**config.mk**
```make
export PLATFORM = sky130hd
export DESIGN_NAME = line_act_ctrl
export DESIGN_NICKNAME = d
export VERILOG_FILES = /design/src/rtl/line_act_pkg.sv /design/src/rtl/act_sup_timer.sv /design/src/rtl/act_evt_sel.sv /design/src/rtl/act_fsm_core.sv /design/src/rtl/line_act_ctrl.sv
export SDC_FILE = /design/constraint.sdc
export NUM_CORES = 1
export LEC_CHECK = 0
export BUFFER_PORTS_ARGS = -buffer_cell sky130_fd_sc_hd__buf_2
export CAP_MARGIN = 20
export CELL_PAD_IN_SITES_DETAIL_PLACEMENT = 0
export CELL_PAD_IN_SITES_GLOBAL_PLACEMENT = 1
export CORE_MARGIN = 10
export CORE_UTILIZATION = 40
export CTS_BUF_LIST = sky130_fd_sc_hd__clkbuf_2
export CTS_CLUSTER_SIZE = 16
export DETAILED_ROUTE_END_ITERATION = 12
export PLACE_DENSITY_LB_ADDON = 0.1
export SYNTH_ARGS = -nofsm -noshare
export SYNTH_HDL_FRONTEND = slang
export SYNTH_SLANG_ARGS = --single-unit
```
**constraint.sdc**
```tcl
create_clock -name clk -period 3.16 [get_ports clk]
set_input_delay 0.158 -clock clk [delete_from_list [all_inputs] [get_ports clk]]
set_output_delay 0.158 -clock clk [all_outputs]
set_load 0.05 [all_outputs]
```
**src/rtl/line_act_pkg.sv**
```systemverilog
package line_act_pkg;

    typedef enum logic [3:0] {
        ST_RESET = 4'd0,
        ST_PDOWN = 4'd1,
        ST_PUP   = 4'd2,
        ST_PEND  = 4'd3,
        ST_F4    = 4'd4,
        ST_F5    = 4'd5,
        ST_F6    = 4'd6,
        ST_F7    = 4'd7,
        ST_F8    = 4'd8
    } act_state_e;

    // transceiver status codes
    localparam logic [3:0] LS_LINE_DEACT = 4'b0000;
    localparam logic [3:0] LS_LINE_RESET = 4'b0001;
    localparam logic [3:0] LS_RESYNC     = 4'b0100;
    localparam logic [3:0] LS_DEACT_F6   = 4'b0101;
    localparam logic [3:0] LS_ERROR      = 4'b0110;
    localparam logic [3:0] LS_POWER_UP   = 4'b0111;
    localparam logic [3:0] LS_ACT_REQ    = 4'b1000;
    localparam logic [3:0] LS_ACT_IND    = 4'b1100;
    localparam logic [3:0] LS_DEACT_CONF = 4'b1111;

    // transceiver commands
    localparam logic [3:0] TC_ACTIVATE   = 4'b1000;
    localparam logic [3:0] TC_DISABLE    = 4'b1111;

    typedef enum logic [2:0] {
        EV_NONE,
        EV_LINE,
        EV_LOCAL_ACT,
        EV_LOCAL_DEACT,
        EV_EXPIRY
    } ev_src_e;

    typedef struct packed {
        act_state_e state;
        logic       cmd_v;
        logic [3:0] cmd;
        logic       up_act;
        logic       up_deact;
    } core_regs_t;

    typedef struct packed {
        logic run;
        logic [31:0] cnt;
    } tmr_wide_t;

endpackage

```
**src/rtl/act_sup_timer.sv**
```systemverilog
module act_sup_timer
    import line_act_pkg::*;
#(
    parameter int SUP_CYCLES = 2000
) (
    input  logic clk,
    input  logic rst_n,
    input  logic start,
    input  logic stop,
    output logic expire
);
    localparam int CW = (SUP_CYCLES > 1) ? $clog2(SUP_CYCLES) : 1;
    localparam logic [CW-1:0] LOAD = CW'(SUP_CYCLES - 1);

    typedef struct packed {
        logic          run;
        logic [CW-1:0] cnt;
    } tmr_t;

    tmr_t tmr_d, tmr_q;

    assign expire = tmr_q.run && (tmr_q.cnt == '0);

    always_comb begin
        tmr_d = tmr_q;
        if (start) begin
            tmr_d.run = 1'b1;
            tmr_d.cnt = LOAD;
        end else if (stop) begin
            tmr_d.run = 1'b0;
        end else if (tmr_q.run) begin
            if (tmr_q.cnt == '0) tmr_d.run = 1'b0;
            else                 tmr_d.cnt = tmr_q.cnt - 1'b1;
        end
    end

    always_ff @(posedge clk or negedge rst_n) begin
        if (!rst_n) tmr_q <= '0;
        else        tmr_q <= tmr_d;
    end

    assert_count_down_R6: assert property (@(posedge clk) disable iff (!rst_n)
        tmr_q.run && !start && !stop && tmr_q.cnt != '0
        |=> tmr_q.run && tmr_q.cnt == $past(tmr_q.cnt) - 1'b1);

    assert_single_fire_R6: assert property (@(posedge clk) disable iff (!rst_n)
        expire && !start |=> !expire);

    assert_stop_halts_R4: assert property (@(posedge clk) disable iff (!rst_n)
        stop && !start |=> !expire);

endmodule

```
**src/rtl/act_evt_sel.sv**
```systemverilog
module act_evt_sel
    import line_act_pkg::*;
(
    input  logic       ind_valid,
    input  logic [3:0] ind_code,
    input  logic       act_req,
    input  logic       deact_req,
    input  logic       expire,
    output ev_src_e    ev_src,
    output logic [3:0] ev_code
);
    always_comb begin
        ev_code = ind_code;
        if (ind_valid)      ev_src = EV_LINE;
        else if (act_req)   ev_src = EV_LOCAL_ACT;
        else if (deact_req) ev_src = EV_LOCAL_DEACT;
        else if (expire)    ev_src = EV_EXPIRY;
        else                ev_src = EV_NONE;
    end
endmodule

```
**src/rtl/act_fsm_core.sv**
```systemverilog
module act_fsm_core
    import line_act_pkg::*;
(
    input  logic       clk,
    input  logic       rst_n,
    input  ev_src_e    ev_src,
    input  logic [3:0] ev_code,
    output act_state_e state,
    output logic       cmd_v,
    output logic [3:0] cmd,
    output logic       up_act,
    output logic       up_deact,
    output logic       tmr_start,
    output logic       tmr_stop
);
    core_regs_t r_d, r_q;

    logic in_f7;
    logic watch_state;
    assign in_f7 = (r_q.state == ST_F7);
    // states in which a supervision expiry is acted on
    assign watch_state = (r_q.state == ST_PDOWN) || (r_q.state == ST_F4) ||
                         (r_q.state == ST_F5)    || (r_q.state == ST_F6) ||
                         (r_q.state == ST_F8);

    always_comb begin
        r_d          = r_q;
        r_d.cmd_v    = 1'b0;
        r_d.cmd      = '0;
        r_d.up_act   = 1'b0;
        r_d.up_deact = 1'b0;
        tmr_start    = 1'b0;
        tmr_stop     = 1'b0;
        unique case (ev_src)
            EV_LINE: begin
                unique case (ev_code)
                    LS_LINE_RESET, LS_ERROR: begin
                        r_d.state    = ST_RESET;
                        r_d.cmd_v    = 1'b1;
                        r_d.cmd      = TC_DISABLE;
                        r_d.up_deact = in_f7;
                    end
                    LS_ACT_IND: begin
                        if (!in_f7) begin
                            r_d.state  = ST_F7;
                            r_d.cmd_v  = 1'b1;
                            r_d.cmd    = TC_ACTIVATE;
                            r_d.up_act = 1'b1;
                            tmr_stop   = 1'b1;
                        end
                    end
                    LS_DEACT_CONF: begin
                        if (r_q.state inside {ST_RESET, ST_PEND, ST_F4, ST_F5, ST_F6, ST_F8})
                            r_d.state = ST_PDOWN;
                    end
                    LS_POWER_UP: begin
                        if (r_q.state == ST_PDOWN) r_d.state = ST_F4;
                    end
                    LS_RESYNC: begin
                        if (r_q.state inside {ST_PDOWN, ST_PEND, ST_F4})
                            r_d.state = ST_F5;
                        else if (r_q.state == ST_F6)
                            r_d.state = ST_F8;
                        else if (in_f7) begin
                            r_d.state    = ST_F8;
                            r_d.up_deact = 1'b1;
                        end
                    end
                    LS_ACT_REQ: begin
                        if (r_q.state != ST_F4) begin
                            r_d.state    = ST_F6;
                            r_d.up_deact = in_f7;
                        end
                    end
                    LS_LINE_DEACT: begin
                        if (r_q.state inside {ST_F5, ST_F7, ST_F8}) begin
                            r_d.state    = ST_PEND;
                            r_d.cmd_v    = 1'b1;
                            r_d.cmd      = TC_DISABLE;
                            r_d.up_deact = in_f7;
                        end
                    end
                    LS_DEACT_F6: begin
                        if (r_q.state == ST_F6) begin
                            r_d.state = ST_PEND;
                            r_d.cmd_v = 1'b1;
                            r_d.cmd   = TC_DISABLE;
                        end
                    end
                    default: ;
                endcase
            end
            EV_LOCAL_ACT: begin
                if (r_q.state == ST_PDOWN) begin
                    r_d.cmd_v = 1'b1;
                    r_d.cmd   = TC_ACTIVATE;
                    tmr_start = 1'b1;
                end
            end
            EV_EXPIRY: begin
                if (watch_state) begin
                    r_d.cmd_v    = 1'b1;
                    r_d.cmd      = TC_DISABLE;
                    r_d.up_deact = 1'b1;
                end
            end
            default: ;
        endcase
    end

    always_ff @(posedge clk or negedge rst_n) begin
        if (!rst_n) r_q <= '{state: ST_RESET, cmd_v: 1'b0, cmd: 4'd0, up_act: 1'b0, up_deact: 1'b0};
        else        r_q <= r_d;
    end

    assign state    = r_q.state;
    assign cmd_v    = r_q.cmd_v;
    assign cmd      = r_q.cmd;
    assign up_act   = r_q.up_act;
    assign up_deact = r_q.up_deact;

    assert_reset_entry_R3: assert property (@(posedge clk) disable iff (!rst_n)
        ev_src == EV_LINE && (ev_code == LS_LINE_RESET || ev_code == LS_ERROR)
        |=> r_q.state == ST_RESET && r_q.cmd_v && r_q.cmd == TC_DISABLE);

    assert_act_notice_in_f7_R4: assert property (@(posedge clk) disable iff (!rst_n)
        r_q.up_act |-> r_q.state == ST_F7 && r_q.cmd_v && r_q.cmd == TC_ACTIVATE);

    assert_local_act_R5: assert property (@(posedge clk) disable iff (!rst_n)
        ev_src == EV_LOCAL_ACT && r_q.state == ST_PDOWN
        |=> r_q.state == ST_PDOWN && r_q.cmd_v && r_q.cmd == TC_ACTIVATE);

    assert_quiet_idle_R11: assert property (@(posedge clk) disable iff (!rst_n)
        ev_src == EV_NONE |=> !r_q.cmd_v && !r_q.up_act && !r_q.up_deact && $stable(r_q.state));

    assert_notice_exclusive_R12: assert property (@(posedge clk) disable iff (!rst_n)
        $onehot0({r_q.up_act, r_q.up_deact}));

    assert_no_idle_code_R12: assert property (@(posedge clk) disable iff (!rst_n)
        !r_q.cmd_v |-> r_q.cmd == 4'd0);

endmodule

```
**src/rtl/line_act_ctrl.sv**
```systemverilog
module line_act_ctrl
    import line_act_pkg::*;
#(
    parameter int SUP_CYCLES = 2000
) (
    input  logic       clk,
    input  logic       rst_n,
    input  logic       ind_valid,
    input  logic [3:0] ind_code,
    input  logic       act_req,
    input  logic       deact_req,
    output logic       cmd_valid,
    output logic [3:0] cmd_code,
    output logic       act_ind,
    output logic       deact_ind,
    output logic [3:0] state_code
);
    ev_src_e    sel_src;
    logic [3:0] sel_code;
    logic       tmr_expire;
    logic       tmr_start;
    logic       tmr_stop;
    act_state_e cur_state;

    act_evt_sel u_sel (
        .ind_valid (ind_valid),
        .ind_code  (ind_code),
        .act_req   (act_req),
        .deact_req (deact_req),
        .expire    (tmr_expire),
        .ev_src    (sel_src),
        .ev_code   (sel_code)
    );

    act_sup_timer #(.SUP_CYCLES(SUP_CYCLES)) u_tmr (
        .clk    (clk),
        .rst_n  (rst_n),
        .start  (tmr_start),
        .stop   (tmr_stop),
        .expire (tmr_expire)
    );

    act_fsm_core u_core (
        .clk       (clk),
        .rst_n     (rst_n),
        .ev_src    (sel_src),
        .ev_code   (sel_code),
        .state     (cur_state),
        .cmd_v     (cmd_valid),
        .cmd       (cmd_code),
        .up_act    (act_ind),
        .up_deact  (deact_ind),
        .tmr_start (tmr_start),
        .tmr_stop  (tmr_stop)
    );

    assign state_code = cur_state;

    assert_line_wins_R13: assert property (@(posedge clk) disable iff (!rst_n)
        ind_valid && act_req && ind_code != LS_ACT_IND
        |=> !(cmd_valid && cmd_code == TC_ACTIVATE));

    assert_legal_state_R2: assert property (@(posedge clk) disable iff (!rst_n)
        state_code <= 4'd8);

endmodule

```
* Word-level counts from Yosys, hierarchy flattened
Index checks and enable logic that the tools add are counted.
Cells by class: add/sub/neg operators 1, eq/ne operators 28, mux-type cells 39, reduce and logical (&&, ||, !) cells 16
Operator list (number):
- $eq 4x3->1 const B | 8
- $pmux 4 s8 | 1
- $mux 12 | 2
- $mux 4 | 6
- $mux 11 | 2
- $pmux 5 s4 | 1
- $mux 9 | 2
- $eq 4x4->1 const B | 4
- $mux 1 | 15
- $pmux 5 s3 | 1
- $mux 3 | 4
- $logic_not 11->1 | 1
- $sub 11x1->11 const B | 1
- $mux 10 | 1
- $mux 5 | 2
- $ne 2x1->1 const B | 5
- $reduce_and 9->1 | 1
- $eq 4x1->1 const B | 2
- $logic_not 4->1 | 2
- $reduce_bool 8->1 | 1
- $ne 2x2->1 const B | 3
- $reduce_bool 3->1 | 2
- $reduce_bool 6->1 | 1
- $eq 4x2->1 const B | 1
- other kinds (12) | 15
Word-level totals: register bits after elaboration 23, input port bits 9, output and inout port bits 11, word-level logic and storage cells 91

* Logic depth before layout (Yosys ltp)
depth in word-level cells 10, gate-level depth with buffers 7, depth with buffers taken out 7

* Cells and area by module
A second synthesis with hierarchy kept.
Second synthesis, totals: cells, all modules 185, area total of the unflattened synthesis 1580.3 µm²
By module, submodules not included:
- act_fsm_core | times used 1, cells each 110, area an instance 857.1 µm², sequential area each 200.2 µm²
- act_sup_timer | times used 1, cells each 66, area an instance 658.1 µm², sequential area each 300.3 µm²
- act_evt_sel | times used 1, cells each 9, area an instance 65.1 µm², sequential area each 0.0 µm²

* Worst setup path before layout
Ideal clock, no wire load.
kind register -> register, start reg u_core.r_q (netlist bit u_core.state[3]), end reg u_core.r_q (netlist bit u_core.state[0]), setup time 0.125 ns, arrival 1.914 ns, required time 3.035 ns, setup slack 1.121 ns, cell stages (with the launch flop) 6, buffers on the path 0, period minus slack after synthesis 2.039 ns, cell sequence dfrtp_1 > or3b_1 > a21oi_1 > o221a_2 > o2111ai_4 > mux2_4
Between the ends: word-level cells in the longest chain between the ends 4, elaborated cells on any way between the ends 23, classes of those cells 15 x eq/ne; 3 x mux; 5 x reduce/logical
RTL lines:
- from (decl) | RTL line act_fsm_core.sv:16 | core_regs_t r_d, r_q;
- from (signal assigned) | RTL line act_fsm_core.sv:112 | if (!rst_n) r_q <= '{state: ST_RESET, cmd_v: 1'b0, cmd: 4'd0, up_act: 1'b0, up_deact: 1'b0};
- from (signal assigned) | RTL line act_fsm_core.sv:113 | else r_q <= r_d;
- $eq 4x1->1 (tied with other cells) | RTL line act_fsm_core.sv:57, act_fsm_core.sv:60
- $reduce_bool 3->1 (tied with other cells) | RTL line act_fsm_core.sv:60 | if (r_q.state inside {ST_PDOWN, ST_PEND, ST_F4})
- $ne 4x1->1 (no line) (tied with other cells)
- $reduce_and 9->1 (no line) / $pmux 4 s8 (equally long branches)
Several ways; a longest one is shown, not always the timed one. A chain may end at the register's enable or synchronous reset.

* Final worst setup path
start reg u_core.r_q (netlist bit u_core.state[3]), end reg u_core.r_q (netlist bit u_core.state[1])
Same word-level chain as after synthesis.

==> key figures <==
Run status
  • Status: complete, no violations

Logic synthesis
  • Top FF cell, synth: dfrtp_1
  • Multiplexer area fraction after synthesis: 4.46%
  • Adder-Cell Fraction of Synth Area: 1.65%
  • Area of the mapped netlist: 1510 um^2
  • Post-Synthesis Cells: 165
  • Post-synthesis compound-gate area fraction: 19.1%
  • Post-Synth XOR/XNOR Area: 3.47%
  • Number of flops mapped to enable cells by yosys: 0
  • Sequential share of the synthesized area: 33.1%
  • Register bit total from synthesis: 20
  • Main combinational cell family by area after synthesis: simple AND/OR/NAND/NOR gates
  • Syn nets: 176
  • Syn Area/Cell: 9.18 um^2
  • Synth async-reset ratio: 100%
  • Synth unique cells: 63
  • Simple-gate portion of the synthesized area: 31.2%
  • Yosys warnings: 0

Routing
  • Met1 WL: 1680 um
  • Met2 wire length: 1920 um
  • First-pass DRT Iterations: 4
  • Top routing layer used: met4
  • Post-DRT Antenna Nets: 0
  • 1st-iter DRT viols: 52
  • Vias: 1,336
  • Vias per cell: 5.96
  • Routed wire length: 3740 um
  • DR WL/cell: 16.7 um
  • Met3 wire len: 56 um
  • DRC viols: 0

Die
  • Die Span X: 81.5 um
  • Num rows: 22
  • I/O pins: 20
  • Core area: 3660 um^2
  • Initial Utilization: 41.4%
  • Total die area: 6650 um^2
  • Die height: 81.5 um

Placed design
  • Routability Congestion: 0.768
  • IO buf count: 19
  • DP Worst Slack: 1020 ps
  • Post-DP HPWL: 2780 um
  • Placed cell count: 220

Power
  • P_int: 0.000526 W
  • P_sw: 0.000415 W
  • Logic pwr share: 41.1%
  • Clock network power share: 10.5%
  • Sw frac: 44.1%
  • Pwr/cell area: 577 nW/um^2
  • Seq pwr share: 48.4%
  • Maximum vdd drop: 0.254 mV
  • Leak pwr: 0.724 nW

Worst hold path
  • Min-delay worst type: input port to flop
  • Hold Path End: u_core.up_act
  • Hold Path Stages: 3
  • Hold Path Origin: ind_valid

Cells and area
  • Cell Count, Final, Fillers Out: 224
  • Most common cell after layout, fill and taps aside: dfrtp_1
  • Nets: 189
  • Commonest non-fill, non-tap cells in the layout: dfrtp_1 (20), nand2_1 (19), buf_2 (19), inv_1 (11), nand3_1 (8)
  • Fraction of layout cells with a size suffix above 1: 21.0%
  • Multi-input gate area: 907 um^2
  • Layout Area Growth over Synthesis: 7.60%
  • N_diodes: 0
  • Register Area: 500 um^2
  • Layout filler cell count: 382

Critical path
  • Crit end category: flop
  • R2r worst-path depth: 5
  • WP data required: 3370 ps
  • Slowest cell on crit path: dfrtp_1
  • CP Launch Point: u_core.state[3]
  • FF-to-FF setup slack: 990 ps
  • CP max stage delay: 700 ps
  • R2r endpoint: u_core.state[1]
  • CP Class: flop to flop
  • Worst EP arrival: 2380 ps
  • Startpoint Class: flop
  • Worst R2R Start: u_core.state[3]
  • CP top delay family: flip-flops
  • CP Max Fanout: 17
  • Critical-path cell list: or3b_1 > a21oi_1 > o221a_2 > o2111ai_4 > mux2_4
  • Buffers & Inverters on Critical Path: 0
  • Critical Path Stages: 5

GRT
  • Initial antenna violation count: 0
  • First-pass GRT wire length: 6230 um
  • Vias in the first global route: 1,300
  • Total Routing Usage GR: 11.7%
  • Global route total overflow: 0
  • Largest net degree at the start of global routing: 21

STA
  • Final period util: 68.6%
  • Slew of the pin with the lowest slew margin: 546 ps
  • Final worst slack: 993 ps
  • Fmax: 0.461 GHz
  • Skew final: 6.09 ps
  • RSZ-0062 raised after global routing: false
  • Worst-case headroom to the max-slew limit: 63.5%
  • Hold Fails Final Rpt: 0
  • Max Slew Vio Count: 0
  • Fin crit period: 2170 ps
  • Setup_tns: 0 ps
  • Endpoints failing setup: 0

CTS
  • Root Driver: clkbuf_2
  • Deepest clock path buffer count: 2
  • Total CTS buffers: 3
  • TritonCTS clock tree: yes
  • Post-CTS setup buffer count: 0
  • Reg clk slew, reported paths: 180 ps
  • CTS Sinks: 20
  • CTS H-tree depth: 1
  • Clock Latency Late Sink: 300 ps

Run
  • Max_cap viols: 0
## synthesized netlist by cell type, types with 3 or more instances
master	instances	area, um^2
dfrtp_1	20	500
nand2_1	19	71.3
inv_1	11	41.3
nand3_1	8	40.0
buf_2	7	35.0
a21oi_1	6	30.0
nor2_1	5	18.8
nand2b_1	4	25.0
or4_1	4	30.0
buf_4	3	22.5
mux2_4	3	45.0
nor3_1	3	15.0
nor4b_1	3	26.3
o21ai_0	3	15.0
o21ai_1	3	15.0
xnor2_1	3	26.3
xor2_1	3	26.3
## tightest hold or removal path: stages
cell and delay (ps):
buf_2 160, nand3_2 140, inv_1 50
## worst max path at each step
stage | slack [ps] | endpoint
6_report | 990 | u_core.state[1]
5_1_grt | 890 | u_core.state[1]
4_1_cts | 990 | u_core.state[1]
3_5_place_dp | 1020 | u_core.state[2]
3_3_place_gp | 1060 | u_core.state[2]
2_1_floorplan | 1120 | u_core.state[0]
## what timing repair did
item	in CTS	in global routing
hold endpoints to repair	20	0
hold buffers	1	0
gates resized for setup	0	0
## registers in the layout, indices dropped and copies added, names as in the netlist
signal / cells
u_core.cmd: 2
u_core.state: 4
u_core.up_act: 1
u_core.up_deact: 1
u_tmr.tmr_q: 12
## power by group through the flow
stage / logic (W) / clock network (W) / registers [W]
2_1_floorplan: 0.000301 / 0 / 0.000446
4_1_cts: 0.000393 / 0.000106 / 0.000455
3_5_place_dp: 0.000388 / 0 / 0.000461
5_1_grt: 0.000434 / 0.000118 / 0.000471
3_3_place_gp: 0.000386 / 0 / 0.000456
6_report: 0.000386 / 0.0000990 / 0.000455
## layer usage
layer  vias to the layer above  GRT usage (%)
li1                        639              -
met1                       667           14.4
met4                         0           6.06
met3                         6           1.20
met2                        24           19.7
met5                         -              0
## cells by family after synthesis
| group | count (synthesis) |
|---|---|
| flops | 20 |
| compound gates | 37 |
| fa+ha+maj | 2 |
| buf+inv | 23 |
| simple gates | 72 |
| xor+xnor | 6 |
| mux | 5 |
## stage by stage
step	util (%)	area [um^2]	power, W	hold slack, ps
2_1_floorplan	-	1510	0.000747	-138
3_3_place_gp	43.8	1600	0.000842	136
3_5_place_dp	43.8	1600	0.000849	137
4_1_cts	44.5	1630	0.000954	199
5_1_grt	44.5	1630	0.00102	204
6_report	44.5	1630	0.000941	224
## cell type report
cell class                 instances  area share (%)
clock buffer                       3           0.922
multi-input combinational        122            55.7
inverter                          11            2.53
sequential                        20            30.7
timing repair buffer              20            6.45
tap                               48            3.69
(Power assumes the default switching activity.)
